$ cat src/rtl/cfg_ram_pkg.sv
package cfg_ram_pkg;

    typedef enum logic [1:0] {
        S_IDLE  = 2'd0,
        S_SUM   = 2'd1,
        S_STORE = 2'd2,
        S_SERVE = 2'd3
    } ctrl_state_e;

    // Power-on content of one byte of the store.
    function automatic logic [7:0] reset_byte(input logic [7:0] addr);
        logic [7:0] val;
        case (addr)
            8'h0A:   val = 8'h26;
            8'h0B:   val = 8'h02;
            8'h0C:   val = 8'h50;
            8'h0D:   val = 8'h80;
            8'h32:   val = 8'h19;
            default: val = addr ^ 8'h5A;
        endcase
        return val;
    endfunction

endpackage

$ cat src/rtl/cfg_ram_array.sv
module cfg_ram_array #(
    parameter int DATA_W   = 8,
    parameter int ADDR_W   = 6,
    parameter int SUM_W    = 16,
    parameter int CS_HI    = 46,
    parameter int CS_LO    = 47
) (
    input  logic              clk,
    input  logic              rst_n,
    input  logic [ADDR_W-1:0] rd_addr,
    output logic [DATA_W-1:0] rd_data,
    input  logic              wr_en,
    input  logic [ADDR_W-1:0] wr_addr,
    input  logic [DATA_W-1:0] wr_data,
    input  logic              cs_we,
    input  logic [SUM_W-1:0]  cs_val
);
    localparam int DEPTH = 1 << ADDR_W;

    logic [DATA_W-1:0] mem [DEPTH];

    for (genvar gi = 0; gi < DEPTH; gi++) begin : g_byte
        always_ff @(posedge clk or negedge rst_n) begin
            if (!rst_n) begin
                mem[gi] <= DATA_W'(cfg_ram_pkg::reset_byte(8'(gi)));
            end else if (cs_we && (gi == CS_HI)) begin
                mem[gi] <= cs_val[SUM_W-1 -: DATA_W];
            end else if (cs_we && (gi == CS_LO)) begin
                mem[gi] <= cs_val[DATA_W-1:0];
            end else if (wr_en && (wr_addr == ADDR_W'(gi))) begin
                mem[gi] <= wr_data;
            end
        end
    end

    assign rd_data = mem[rd_addr];

endmodule

$ cat src/rtl/cfg_csum_accum.sv
module cfg_csum_accum #(
    parameter int DATA_W = 8,
    parameter int SUM_W  = 16
) (
    input  logic              clk,
    input  logic              rst_n,
    input  logic              clr,
    input  logic              add,
    input  logic [DATA_W-1:0] byte_in,
    output logic [SUM_W-1:0]  sum
);
    always_ff @(posedge clk or negedge rst_n) begin
        if (!rst_n) begin
            sum <= '0;
        end else if (clr) begin
            sum <= '0;
        end else if (add) begin
            sum <= sum + SUM_W'(byte_in);
        end
    end
endmodule

$ cat src/rtl/cfg_ram_ctrl.sv
module cfg_ram_ctrl
    import cfg_ram_pkg::*;
#(
    parameter int DATA_W   = 8,
    parameter int ADDR_W   = 6,
    parameter int IDX_W    = 7,
    parameter int CS_FIRST = 16,
    parameter int CS_LAST  = 44
) (
    input  logic              clk,
    input  logic              rst_n,
    input  logic              req,
    input  logic              req_data,
    input  logic              req_wr,
    input  logic [DATA_W-1:0] wdata,
    input  logic              recalc,
    input  logic [DATA_W-1:0] mem_rdata,
    output logic [ADDR_W-1:0] mem_raddr,
    output logic              mem_we,
    output logic [ADDR_W-1:0] mem_waddr,
    output logic [DATA_W-1:0] mem_wdata,
    output logic              cs_we,
    output logic              acc_clr,
    output logic              acc_add,
    output logic [DATA_W-1:0] rdata,
    output logic              rd_valid,
    output logic              busy
);
    ctrl_state_e       state_q, state_d;
    logic [IDX_W-1:0]  idx_q;
    logic [ADDR_W-1:0] scan_q;
    logic              pend_wr_q;
    logic [DATA_W-1:0] pend_wdata_q;
    logic              csum_ok_q;
    logic [DATA_W-1:0] rdata_q;
    logic              rvalid_q;

    logic accept, need_cs, direct_rd, scan_end;

    assign accept    = (state_q == S_IDLE) && req;
    assign need_cs   = accept && req_data && !csum_ok_q;
    assign direct_rd = accept && !req_wr && (!req_data || csum_ok_q);
    assign scan_end  = (scan_q == ADDR_W'(CS_LAST));

    // next-state logic
    always_comb begin
        state_d = state_q;
        unique case (state_q)
            S_IDLE:  if (need_cs) state_d = S_SUM;       // start-sum
            S_SUM:   if (scan_end) state_d = S_STORE;    // window-done
            S_STORE: state_d = S_SERVE;                  // stored
            S_SERVE: state_d = S_IDLE;                   // served
        endcase
    end

    // state register
    always_ff @(posedge clk or negedge rst_n) begin
        if (!rst_n) state_q <= S_IDLE;
        else        state_q <= state_d;
    end

    // outputs
    always_comb begin
        mem_raddr = (state_q == S_SUM) ? scan_q : idx_q[ADDR_W-1:0];
        mem_waddr = idx_q[ADDR_W-1:0];
        mem_wdata = (state_q == S_SERVE) ? pend_wdata_q : wdata;
        mem_we    = (accept && req_data && req_wr && csum_ok_q) ||
                    ((state_q == S_SERVE) && pend_wr_q);
        cs_we     = (state_q == S_STORE);
        acc_clr   = need_cs;
        acc_add   = (state_q == S_SUM);
        busy      = (state_q != S_IDLE);
        rdata     = rdata_q;
        rd_valid  = rvalid_q;
    end

    // datapath registers
    always_ff @(posedge clk or negedge rst_n) begin
        if (!rst_n) begin
            idx_q        <= '0;
            scan_q       <= '0;
            pend_wr_q    <= 1'b0;
            pend_wdata_q <= '0;
            csum_ok_q    <= 1'b0;
            rdata_q      <= '0;
            rvalid_q     <= 1'b0;
        end else begin
            rvalid_q <= 1'b0;
            if (accept && !req_data && req_wr) begin
                idx_q <= wdata[IDX_W-1:0];
            end
            if (need_cs) begin
                scan_q       <= ADDR_W'(CS_FIRST);
                pend_wr_q    <= req_wr;
                pend_wdata_q <= wdata;
            end else if (state_q == S_SUM) begin
                scan_q <= scan_q + 1'b1;
            end
            if (recalc) begin
                csum_ok_q <= 1'b0;
            end else if (state_q == S_STORE) begin
                csum_ok_q <= 1'b1;
            end
            if (direct_rd) begin
                rvalid_q <= 1'b1;
                rdata_q  <= req_data ? mem_rdata
                                     : {{(DATA_W-IDX_W){1'b0}}, idx_q};
            end else if ((state_q == S_SERVE) && !pend_wr_q) begin
                rvalid_q <= 1'b1;
                rdata_q  <= mem_rdata;
            end
        end
    end
endmodule

$ cat src/rtl/cfg_ram_csum.sv
module cfg_ram_csum #(
    parameter int DATA_W   = 8,
    parameter int ADDR_W   = 6,
    parameter int IDX_W    = 7,
    parameter int SUM_W    = 16,
    parameter int CS_FIRST = 16,
    parameter int CS_LAST  = 44,
    parameter int CS_HI    = 46,
    parameter int CS_LO    = 47
) (
    input  logic              clk,
    input  logic              rst_n,
    input  logic              req,
    input  logic              req_data,
    input  logic              req_wr,
    input  logic [DATA_W-1:0] wdata,
    input  logic              recalc,
    output logic [DATA_W-1:0] rdata,
    output logic              rd_valid,
    output logic              busy
);
    localparam int BUSY_LEN = CS_LAST - CS_FIRST + 3;

    logic [ADDR_W-1:0] mem_raddr, mem_waddr;
    logic [DATA_W-1:0] mem_rdata, mem_wdata;
    logic              mem_we, cs_we, acc_clr, acc_add;
    logic [SUM_W-1:0]  acc_sum;

    cfg_ram_array #(
        .DATA_W(DATA_W), .ADDR_W(ADDR_W), .SUM_W(SUM_W),
        .CS_HI(CS_HI), .CS_LO(CS_LO)
    ) array_i (
        .clk(clk), .rst_n(rst_n),
        .rd_addr(mem_raddr), .rd_data(mem_rdata),
        .wr_en(mem_we), .wr_addr(mem_waddr), .wr_data(mem_wdata),
        .cs_we(cs_we), .cs_val(acc_sum)
    );

    cfg_csum_accum #(.DATA_W(DATA_W), .SUM_W(SUM_W)) accum_i (
        .clk(clk), .rst_n(rst_n), .clr(acc_clr), .add(acc_add),
        .byte_in(mem_rdata), .sum(acc_sum)
    );

    cfg_ram_ctrl #(
        .DATA_W(DATA_W), .ADDR_W(ADDR_W), .IDX_W(IDX_W),
        .CS_FIRST(CS_FIRST), .CS_LAST(CS_LAST)
    ) ctrl_i (
        .clk(clk), .rst_n(rst_n), .req(req), .req_data(req_data),
        .req_wr(req_wr), .wdata(wdata), .recalc(recalc),
        .mem_rdata(mem_rdata), .mem_raddr(mem_raddr), .mem_we(mem_we),
        .mem_waddr(mem_waddr), .mem_wdata(mem_wdata), .cs_we(cs_we),
        .acc_clr(acc_clr), .acc_add(acc_add), .rdata(rdata),
        .rd_valid(rd_valid), .busy(busy)
    );
endmodule

$ cat config.mk
export PLATFORM = sky130hd
export DESIGN_NAME = cfg_ram_csum
export DESIGN_NICKNAME = d
export VERILOG_FILES = /design/src/rtl/cfg_ram_pkg.sv /design/src/rtl/cfg_ram_array.sv /design/src/rtl/cfg_csum_accum.sv /design/src/rtl/cfg_ram_ctrl.sv /design/src/rtl/cfg_ram_csum.sv
export SDC_FILE = /design/constraint.sdc
export NUM_CORES = 1
export LEC_CHECK = 0
export BUFFER_PORTS_ARGS = -buffer_cell sky130_fd_sc_hd__buf_2
export CORE_UTILIZATION = 30
export DETAILED_ROUTE_END_ITERATION = 10
export PLACE_DENSITY = 0.49
export SLEW_MARGIN = 20
export SYNTH_ARGS = -nofsm -noshare
export SYNTH_HDL_FRONTEND = slang
export SYNTH_SLANG_ARGS = --single-unit
$ cat constraint.sdc
create_clock -name clk -period 6.2 [get_ports clk]
set_input_delay 0.93 -clock clk [delete_from_list [all_inputs] [get_ports clk]]
set_output_delay 0.93 -clock clk [all_outputs]
set_load 0.01 [all_outputs]
==> results of run 1 <==
==> layer usage <==
metal / vias to the layer above / share of wire (%)
met5: - / 0.0096
met3: 96 / 5.5
met4: 2 / 1.8
met2: 473 / 46
met1: 9868 / 46
li1: 9086 / -
==> stage by stage <==
step	total power, uW	util (%)	instances	hold WS (ns)	setup slack [ns]
after floorplan	4075	-	2642	0.4446	1.907
after global placement	4312	31.78	3672	0.4569	0.9863
after detailed placement	4320	31.81	3673	0.4655	0.9284
after CTS	8477	34.48	3797	0.4462	0.9189
after global routing	8654	34.52	3798	0.4570	0.6219
final	8375	34.52	3798	0.4070	0.9231
==> final timing paths <==
| path | startpoint | endpoint | depth (start not counted) |
|---|---|---|---|
| min | rst_n | array_i.mem[122]$_DFFE_PN0P_ | 1 |
| max | ctrl_i.state_q[1]$_DFFE_PN0P_ | accum_i.sum[15]$_DFFE_PN0P_ | 17 |
| max in group asynchronous | rst_n | array_i.mem[163]$_DFFE_PN0P_ | 2 |
| min reg2reg | array_i.mem[51]$_DFFE_PN0P_ | array_i.mem[51]$_DFFE_PN0P_ | 2 |
| min in group clk | array_i.mem[51]$_DFFE_PN0P_ | array_i.mem[51]$_DFFE_PN0P_ | 2 |
| max reg2reg | ctrl_i.state_q[1]$_DFFE_PN0P_ | accum_i.sum[15]$_DFFE_PN0P_ | 17 |
==> state kept, by name, summed over array words and instances (netlist names) <==
| name | count |
|---|---|
| ctrl_i.scan_q | 6 |
| ctrl_i.pend_wr_q | 1 |
| ctrl_i.rd_valid | 1 |
| ctrl_i.pend_wdata_q | 8 |
| array_i.mem | 512 |
| ctrl_i.idx_q | 7 |
| ctrl_i.rdata | 8 |
| ctrl_i.state_q | 2 |
| accum_i.sum | 16 |
| ctrl_i.csum_ok_q | 1 |
==> final cells by class <==
| class | instances | area (sq um) | share of cell area [%] |
|---|---|---|---|
| Clock buffer | 101 | 2034 | 6.773 |
| Clock inverter | 23 | 291.5 | 0.9706 |
| Inverter | 14 | 52.55 | 0.1749 |
| Multi-Input combinational cell | 1871 | 11220 | 37.35 |
| Sequential cell | 562 | 14380 | 47.86 |
| Tap cell | 1155 | 1445 | 4.811 |
| Timing Repair Buffer | 72 | 620.6 | 2.066 |
==> kinds of logic (layout without fill, tap and decap cells) <==
kind of cell / Yosys count / in the layout / synth area share, %
AND/OR/NAND/NOR: 1012 / 1012 / 16.47
AO/OA/AOI/OAI: 639 / 639 / 12.99
flip-flops: 562 / 562 / 54.41
buffers and inverters: 209 / 210 / 3.642
multiplexers: 184 / 184 / 11.00
adder cells (fa/ha/maj): 19 / 19 / 0.9282
XOR/XNOR: 17 / 17 / 0.5636
==> cell usage after synthesis (3+ instances only) <==
cell	instances
nand2_1	611
o21ai_0	410
a22oi_1	10
nor2b_1	4
dfstp_2	249
nand4_1	40
o21ai_1	9
mux2_2	20
or3_1	4
nand2b_1	12
buf_2	46
buf_1	3
clkbuf_1	123
nor2_1	183
a21o_1	4
ha_1	18
a221oi_1	5
and3_1	5
nor3_1	25
o22ai_1	3
buf_4	14
a31oi_1	3
xor2_1	9
nor3_4	7
mux4_2	80
nand3_1	104
xnor2_1	8
inv_1	13
mux2i_1	81
mux2i_4	3
buf_6	9
o221ai_1	7
o211ai_1	8
a41oi_1	7
dfrtp_1	313
nor4_4	6
a21oi_1	153
==> layout by cell type (no fill, tap or decap), drive strengths merged, types with 3 or more instances in the layout <==
master,instances
a21o,4
a21oi,153
a221oi,7
a22oi,10
a31oi,3
a41oi,7
and3,5
buf,72
bufinv,4
clkbuf,101
clkinv,14
dfrtp,313
dfstp,249
ha,18
inv,19
mux2,20
mux2i,84
mux4,80
nand2,611
nand2b,12
nand3,104
nand4,40
nor2,185
nor2b,4
nor3,33
nor4,8
o211ai,8
o21ai,419
o221ai,7
o22ai,3
or3,4
xnor2,8
xor2,9
==> power breakdown <==
group          internal [uW]  switching, uW  leakage, uW
combinational            157            393      0.00406
sequential              3690           18.7      0.00681
clock                   2460           1650      0.00116
total                   6310           2060       0.0120
==> impl_metrics.tcl, run 1 <==
set metrics [dict create \
    netlist_instances 2642 \
    cts_setup_buffers 0 \
    worst-path-buf-inv 2 \
    cts_max_level 3 \
    worst_pin_slew_ns 1.085 \
    drt_iter0_markers 1634 \
    ctsHoldBuffers 0 \
    synth-edff-count 0 \
    ys_types 60 \
    vias_per_cell 5.141 \
    fin_nets 2621 \
    crit_arrival_ns 5.76 \
    syn_area_sq_mm 0.02642 \
    drc 0 \
    use_met1_pct 26.68 \
    worst-setup-path-type "reg2reg" \
    wl_per_cell_microns 21.89 \
    async_flop_share_pct 100.0 \
    track_usage_pct 18.78 \
    placed_cell_area_sq_mm 0.02768 \
    overflow 0 \
    antenna_found_initial 3 \
    clkSinkCount 562 \
    grt.busiest_layer "met2" \
    drv_slew 0 \
    rsz0062_at_grt "no" \
    skew_ns 0.03047 \
    ir_drop_uv 169.3 \
    n_fill_cell 8819 \
    critPathSlowestCell "mux2i_4" \
    drt_wl_total_microns 83140 \
    hpwl_microns 55320 \
    worst-r2r-setup-slack_ns 0.92 \
    seq_area_frac_synth_pct 54.41 \
    dieArea_sq_mm 0.08926 \
    num_vias 19530 \
    synth_top_cell_by_area "dfrtp_1" \
    finalCritPeriodShare_pct 85.11 \
    start_util_pct 30.36 \
    row_count 108 \
    syn_to_final_growth_pct 13.69 \
    core-area_sq_mm 0.08702 \
    die_y_microns 298.8 \
    period_minus_slack_ns 5.277 \
    clk_root_buffer_cell "clkbuf_16" \
    hold_violations 0 \
    synth_nets 2675 \
    use_met3_pct 3.570 \
    num_io_pins 24 \
    cts_tree "yes" \
    post_cts_resized 0 \
    cap_violations 0 \
    p_leak_uw 0.01203 \
    crit_chain "inv_1, ha_1, buf_4, mux2i_4, mux4_2, mux2i_1, a21oi_1, a221oi_1, nor2_1, ha_1, a21o_1, a21o_1, a2111o_1, and3_1, o211ai_1, xor2_1, nor2_1" \
    clock_path_buffers 3 \
    ys_dominant_reg_cell "dfrtp_1" \
    insertion_delay_ns 0.64 \
    syn_avg_cell_area_sq_um 10.00 \
    dr.pass1.iters 5 \
    cp-end-kind "flip-flop" \
    grt_util_met2_pct 29.56 \
    ys_ff_latch 562 \
    start_kind "flip-flop" \
    finalSetupViolCount 0 \
    cp_max_fo 17 \
    grt_pass1_vias 19180 \
    crit_family "multiplexers" \
    hp-class "in2async" \
    max_stage_delay_ns 0.84 \
    ant_nets 0 \
    required_ns 6.68 \
    cts.clk_slew.worst_paths_ns 0.06 \
    fmax_mhz 189.5 \
    synth_warnings 0 \
    yosysTopAreaCellShare_pct 29.64 \
    status "complete, no violations" \
    grt_pass1_wl_microns 126900 \
    cts_made_buffers 67 \
    slew_headroom_pct 26.13 \
    io_buffer_count 23 \
    fin_tns_setup_ns 0 \
    design_area_sq_mm 0.03004 \
    pwr_density_cell_mw_per_mm2 278.8 \
    grt_max_degree 154 \
    drive_above_1_share_pct 21.53 \
    insertedDiodeCount 0 \
    fp.dieW_microns 298.8 \
    netlist_top_cells_area "dfrtp_1 30%, dfstp_2 25%, nand2_1 8.7%, o21ai_0 7.8%, mux4_2 6.8%" \
    place_congestion 0.9119 \
]
No activity file was read; power rests on OpenSTA's default activity.
==> inputs of run 2 (changes only) <==
--- a/config.mk
+++ b/config.mk
@@ -5,6 +5,7 @@
 export SDC_FILE = /design/constraint.sdc
 export NUM_CORES = 1
 export LEC_CHECK = 0
+export ABC_AREA = 1
 export BUFFER_PORTS_ARGS = -buffer_cell sky130_fd_sc_hd__buf_2
 export CORE_UTILIZATION = 30
 export DETAILED_ROUTE_END_ITERATION = 10
==> constraint.sdc (replaced) <==
create_clock -name clk -period 5.45 [get_ports clk]
set_input_delay 0.8175 -clock clk [delete_from_list [all_inputs] [get_ports clk]]
set_output_delay 0.8175 -clock clk [all_outputs]
set_load 0.01 [all_outputs]
==> run 2 against run 1 <==
Net effect: global-route usage rose by 0.65 points; fmax is 13% higher; cell count increased by 15%; critical path depth up 8; clock skew shrank 0.014 ns; total power increased by 140%; critical endpoint is now accum_i.sum[12]$_DFFE_PN0P_.
==> impl_metrics.tcl, run 2 <==
set metrics [dict create \
    die_y_microns 299.0 \
    largest_register_ffs 512 \
    hold_violations 0 \
    largest_register "array_i.mem" \
    synth_nets 3296 \
    register_area_sq_mm 0.01438 \
    cts.clk_slew.worst_paths_ns 0.06 \
    drt_wl_total_microns 86040 \
    synth.most_common_cell "nand2_1" \
    yosysTopAreaCellShare_pct 29.60 \
    grt_max_degree 161 \
    clkSinkCount 562 \
    drt_iter0_markers 1893 \
    grt_pass1_wl_microns 135400 \
    multi_input_area_sq_mm 0.01097 \
    start_kind "flip-flop" \
    slew_headroom_pct 15.55 \
    drc 0 \
    required_ns 5.99 \
    cap_violations 0 \
    cts_made_buffers 68 \
    skew_ns 0.01626 \
    p_leak_uw 0.01219 \
    insertion_delay_ns 0.61 \
    n_fill_cell 9285 \
    cp_max_fo 17 \
    syn_to_final_growth_pct 13.59 \
    synth-edff-count 0 \
    worst-setup-path-type "reg2reg" \
    period_minus_slack_ns 4.679 \
    clock_path_buffers 3 \
    finalCritPeriodShare_pct 85.85 \
    antenna_found_initial 2 \
    worst-path-buf-inv 4 \
    critPathSlowestCell "ha_1" \
    drive_above_1_share_pct 14.26 \
    crit_arrival_ns 5.21 \
    syn_area_sq_mm 0.02646 \
    ys_ff_latch 562 \
    rsz0062_at_grt "no" \
    ir_drop_uv 517.9 \
    drv_slew 0 \
    netlist_instances 3263 \
    worst_pin_slew_ns 1.262 \
    ys_dominant_reg_cell "dfrtp_1" \
    dieArea_sq_mm 0.08938 \
    cts_tree "yes" \
    max_stage_delay_ns 0.56 \
    hpwl_microns 52520 \
    grt_pass1_vias 21570 \
    fin_tns_setup_ns 0 \
    start_util_pct 30.40 \
    final_common_cell "nand2_1" \
    cts_setup_buffers 0 \
    syn_avg_cell_area_sq_um 8.108 \
    dr.pass1.iters 5 \
    power_uw 19740 \
    status "complete, no violations" \
    place_congestion 0.8627 \
    async_flop_share_pct 100.0 \
    track_usage_pct 19.44 \
    num_io_pins 24 \
    finalSetupViolCount 0 \
    cts_max_level 3 \
    vias_per_cell 5.040 \
    overflow 0 \
    pwr_density_cell_mw_per_mm2 657.0 \
    core-area_sq_mm 0.08702 \
    design_area_sq_mm 0.03005 \
    synth_top_cell_by_area "dfrtp_1" \
    post_cts_resized 0 \
    io_buffer_count 23 \
    fp.dieW_microns 299.0 \
    ctsHoldBuffers 0 \
    placed_cell_area_sq_mm 0.02783 \
    reg_top3 "array_i.mem: 512 flops, accum_i.sum: 16 flops" \
    hp-class "in2async" \
    synth_warnings 0 \
    seq_area_frac_synth_pct 54.33 \
    row_count 108 \
    ys_types 32 \
    crit_family "simple AND/OR/NAND/NOR gates" \
    fmax_mhz 213.7 \
    synth_common_cells "1100 x nand2_1, 593 x nand3_1, 512 x o21ai_0" \
    worst_hold_slack_ns 0.1172 \
    fin_nets 3205 \
    layout_common_cells "1100 x nand2_1, 593 x nand3_1, 509 x o21ai_0, 313 x dfrtp_1, 249 x dfstp_2" \
    cp-end-kind "flip-flop" \
    ant_nets 0 \
    netlist_top_cells_area "dfrtp_1 30%, dfstp_2 25%, nand2_1 16%, nand3_1 11%, o21ai_0 9.7%" \
    num_vias 22090 \
    clk_root_buffer_cell "clkbuf_16" \
    wl_per_cell_microns 19.63 \
]
## run 2: changes by cell type in the layout (fill, tap and decap cells not counted), sizes merged, moves of 46 or more
cell and change:
nand2 +495, a21oi -110, nor2 -133, mux4 -80, inv +46, mux2i -84
nand3 +489, o21ai +143
## run 2: final timing paths
check | slack (ns) | from | endpoint | cells past startpoint
setup / recovery | 0.77 | ctrl_i.state_q[1]$_DFFE_PN0P_ | accum_i.sum[12]$_DFFE_PN0P_ | 25
hold reg to reg | 0.47 | array_i.mem[165]$_DFFE_PN1P_ | array_i.mem[165]$_DFFE_PN1P_ | 2
hold / removal | 0.12 | rst_n | array_i.mem[383]$_DFFE_PN0P_ | 1
min in group clk | 0.36 | recalc | ctrl_i.csum_ok_q$_DFFE_PN0P_ | 2
setup reg to reg | 0.77 | ctrl_i.state_q[1]$_DFFE_PN0P_ | accum_i.sum[12]$_DFFE_PN0P_ | 25
max in group asynchronous | 4.10 | rst_n | ctrl_i.pend_wdata_q[3]$_DFFE_PN0P_ | 2
## run 2: logic make-up (layout without fill, tap and decap cells)
group	after synthesis	after routing	share of synthesized area (%)
XOR/XNOR	3	3	0.09933
other	0	2	0
adder cells (fa/ha/maj)	19	19	0.9269
AO/OA/AOI/OAI	609	609	11.66
AND/OR/NAND/NOR	1765	1765	28.11
multiplexers	1	1	0.04256
buffers and inverters	304	267	4.828
flip-flops	562	562	54.33
## run 2: cell type report
type,count,share of cell area (%)
multi-input cells,2397,36.49
clock buffers,112,7.098
clock inverters,12,0.2998
well taps,1155,4.809
flip-flops and latches,562,47.83
repair buffers,78,2.648
inverters,65,0.8118
diodes,2,0.01665
## run 2: through the flow
stage	util [%]	instances	worst slack [ns]
global placement	31.93	4255	0.8569
finish	34.54	4383	0.7714
floorplan	-	3263	2.016
detailed placement	31.97	4257	0.8283
global route	34.53	4381	0.3352
CTS	34.53	4381	0.8245
## run 2: power breakdown
part	total [uW]	internal [uW]	switching, uW
Sequential	5800	5280	521
Combinational	9410	2670	6740
Clock	4530	2710	1820
Total	19700	10700	9080
## run 2: per-layer routing
layer,part of all wire [%],wire length [microns],vias up,GRT usage [%]
met4,3.2,2749,0,6.645
met5,0,0,-,0
met1,48,41420,10750,28.52
met2,43,37390,536,28.89
li1,-,-,10680,-
met3,5.2,4476,132,3.097
==> inputs of run 3 (changes only) <==
--- a/config.mk
+++ b/config.mk
@@ -9,6 +9,7 @@
 export BUFFER_PORTS_ARGS = -buffer_cell sky130_fd_sc_hd__buf_2
 export CORE_UTILIZATION = 30
 export DETAILED_ROUTE_END_ITERATION = 10
+export HOLD_SLACK_MARGIN = 0.12
 export PLACE_DENSITY = 0.49
 export SLEW_MARGIN = 20
 export SYNTH_ARGS = -nofsm -noshare
==> run 3 against run 2 <==
Net effect: via count up 0.20%; largest power group unchanged; clock skew up 0.00083 ns; clock power about the same; non-clock buffer count up 1; hold slack better by 0.24 ns; largest cell class unchanged; flip-flop and latch count unchanged; total power about the same; cell count about the same.
==> impl_metrics.tcl, run 3 (same netlist as run 2, synthesis figures left out) <==
set metrics [dict create \
    overflow 0 \
    grt_pass1_vias 21570 \
    drt_iter0_markers 1945 \
    pwr_density_cell_mw_per_mm2 656.3 \
    fin_tns_setup_ns 0 \
    wl_per_cell_microns 19.65 \
    finalSetupViolCount 0 \
    cts_max_level 3 \
    drv_slew 0 \
    start_kind "flip-flop" \
    final_common_cell "nand2_1" \
    vias_per_cell 5.049 \
    worst-r2r-setup-slack_ns 0.80 \
    cp-end-kind "flip-flop" \
    finalCritPeriodShare_pct 85.25 \
    cap_violations 0 \
    largest_register "array_i.mem" \
    cts_tree "yes" \
    crit_arrival_ns 5.18 \
    critical_path.reg2reg.endpoint "accum_i.sum[12]$_DFFE_PN0P_" \
    cp_max_fo 25 \
    row_count 108 \
    start_util_pct 30.40 \
    required_ns 5.98 \
    largest_register_ffs 512 \
    fmax_mhz 215.2 \
    track_usage_pct 19.44 \
    drt_wl_total_microns 86150 \
    hpwl_microns 52520 \
    fp.dieW_microns 299.0 \
    clkSinkCount 562 \
    dr.pass1.iters 5 \
    fin_nets 3206 \
    hold_violations 0 \
    min_to "ctrl_i.csum_ok_q$_DFFE_PN0P_" \
    r2r_cells 24 \
    cts.clk_slew.worst_paths_ns 0.06 \
    die_y_microns 299.0 \
    rsz0062_at_grt "no" \
    drc 0 \
    ir_drop_uv 518.4 \
    grt_pass1_wl_microns 135400 \
    reg_top3 "array_i.mem: 512 flops, accum_i.sum: 16 flops" \
    post_cts_resized 0 \
    antenna_found_initial 2 \
    layout_common_cells "1100 x nand2_1, 593 x nand3_1, 509 x o21ai_0, 313 x dfrtp_1, 249 x dfstp_2" \
    hold_start "recalc" \
    insertion_delay_ns 0.61 \
    num_io_pins 24 \
    holdPathStages 2 \
    dieArea_sq_mm 0.08938 \
    status "complete, no violations" \
    slew_headroom_pct 18.77 \
    place_congestion 0.8627 \
    cts_made_buffers 68 \
    hp-class "in2reg" \
    ant_nets 0 \
    skew_ns 0.01709 \
    worst_hold_slack_ns 0.3579 \
    p_leak_uw 0.01219 \
    worst_pin_slew_ns 1.214 \
    grt_max_degree 161 \
    period_minus_slack_ns 4.646 \
    syn_to_final_growth_pct 13.63 \
    clock_path_buffers 3 \
    worst-setup-path-type "reg2reg" \
    clk_root_buffer_cell "clkbuf_16" \
    core-area_sq_mm 0.08702 \
    io_buffer_count 23 \
    n_fill_cell 9285 \
    num_vias 22140 \
    rr_startpoint "ctrl_i.state_q[1]$_DFFE_PN0P_" \
    drive_above_1_share_pct 14.25 \
]
run 3: layer usage:
layer / vias up / share of wire (%) / track usage [%]
met3: 139 / 5.5 / 3.104
met1: 10750 / 48 / 28.51
met4: 0 / 3.2 / 6.645
li1: 10690 / - / -
met2: 563 / 43 / 28.89
met5: - / 0 / 0
run 3: area by class of cell:
type,instances,area [sq um],area share [%]
Antenna cell,2,5.005,0.01665
Clock buffer,112,2133,7.096
Clock inverter,12,90.09,0.2997
Inverter,65,244.0,0.8116
Multi-Input combinational cell,2397,10970,36.47
Sequential cell,562,14380,47.81
Tap cell,1155,1445,4.807
Timing Repair Buffer,79,805.8,2.680
run 3: where the power goes:
part | switching (uW) | total, uW | internal (uW)
clock | 1820 | 4530 | 2710
combinational | 6720 | 9390 | 2670
sequential | 522 | 5800 | 5280
run 3: what timing repair did:
action | CTS | global route
hold buffers | 1 | 0
hold endpoints to repair | 6 | 0
setup buffers | 0 | 0
run 3: critical path: stages, from the launching register on:
cell	delay, ns
dfrtp_1	0.36
inv_1	0.11
ha_1	0.39
o21ai_4	0.78
buf_12	0.27
nand3_1	0.09
nand3_1	0.08
nand3_1	0.09
nand3_1	0.19
nand3_1	0.20
nand2_1	0.18
inv_1	0.06
ha_1	0.21
fa_1	0.43
nand3_1	0.09
nand2_1	0.09
nand3_1	0.09
nand2_1	0.07
nand2_1	0.06
inv_1	0.05
o21ai_0	0.14
nand2_1	0.18
nand2_1	0.12
o21ai_0	0.08
a21oi_1	0.14
run 3: worst max-delay path by stage:
stage                     cells past startpoint                           to                          start
after floorplan                              28  accum_i.sum[12]$_DFFE_PN0P_  ctrl_i.state_q[1]$_DFFE_PN0P_
after global placement                       23  accum_i.sum[11]$_DFFE_PN0P_  ctrl_i.state_q[1]$_DFFE_PN0P_
after detailed placement                     23  accum_i.sum[11]$_DFFE_PN0P_  ctrl_i.state_q[1]$_DFFE_PN0P_
after CTS                                    23  accum_i.sum[11]$_DFFE_PN0P_  ctrl_i.state_q[1]$_DFFE_PN0P_
after global routing                         23  accum_i.sum[11]$_DFFE_PN0P_  ctrl_i.state_q[1]$_DFFE_PN0P_
final                                        24  accum_i.sum[12]$_DFFE_PN0P_  ctrl_i.state_q[1]$_DFFE_PN0P_
run 3: metrics by stage:
step	setup WS, ns	utilization [%]	power [uW]	instance area [sq um]	cells
2_1_floorplan	2.016	-	11440	26460	3263
3_3_place_gp	0.8569	31.93	15150	27790	4255
3_5_place_dp	0.8283	31.97	15230	27830	4257
4_1_cts	0.8245	34.54	19850	30060	4382
5_1_grt	0.3352	34.54	20970	30060	4382
6_report	0.8041	34.55	19730	30060	4384
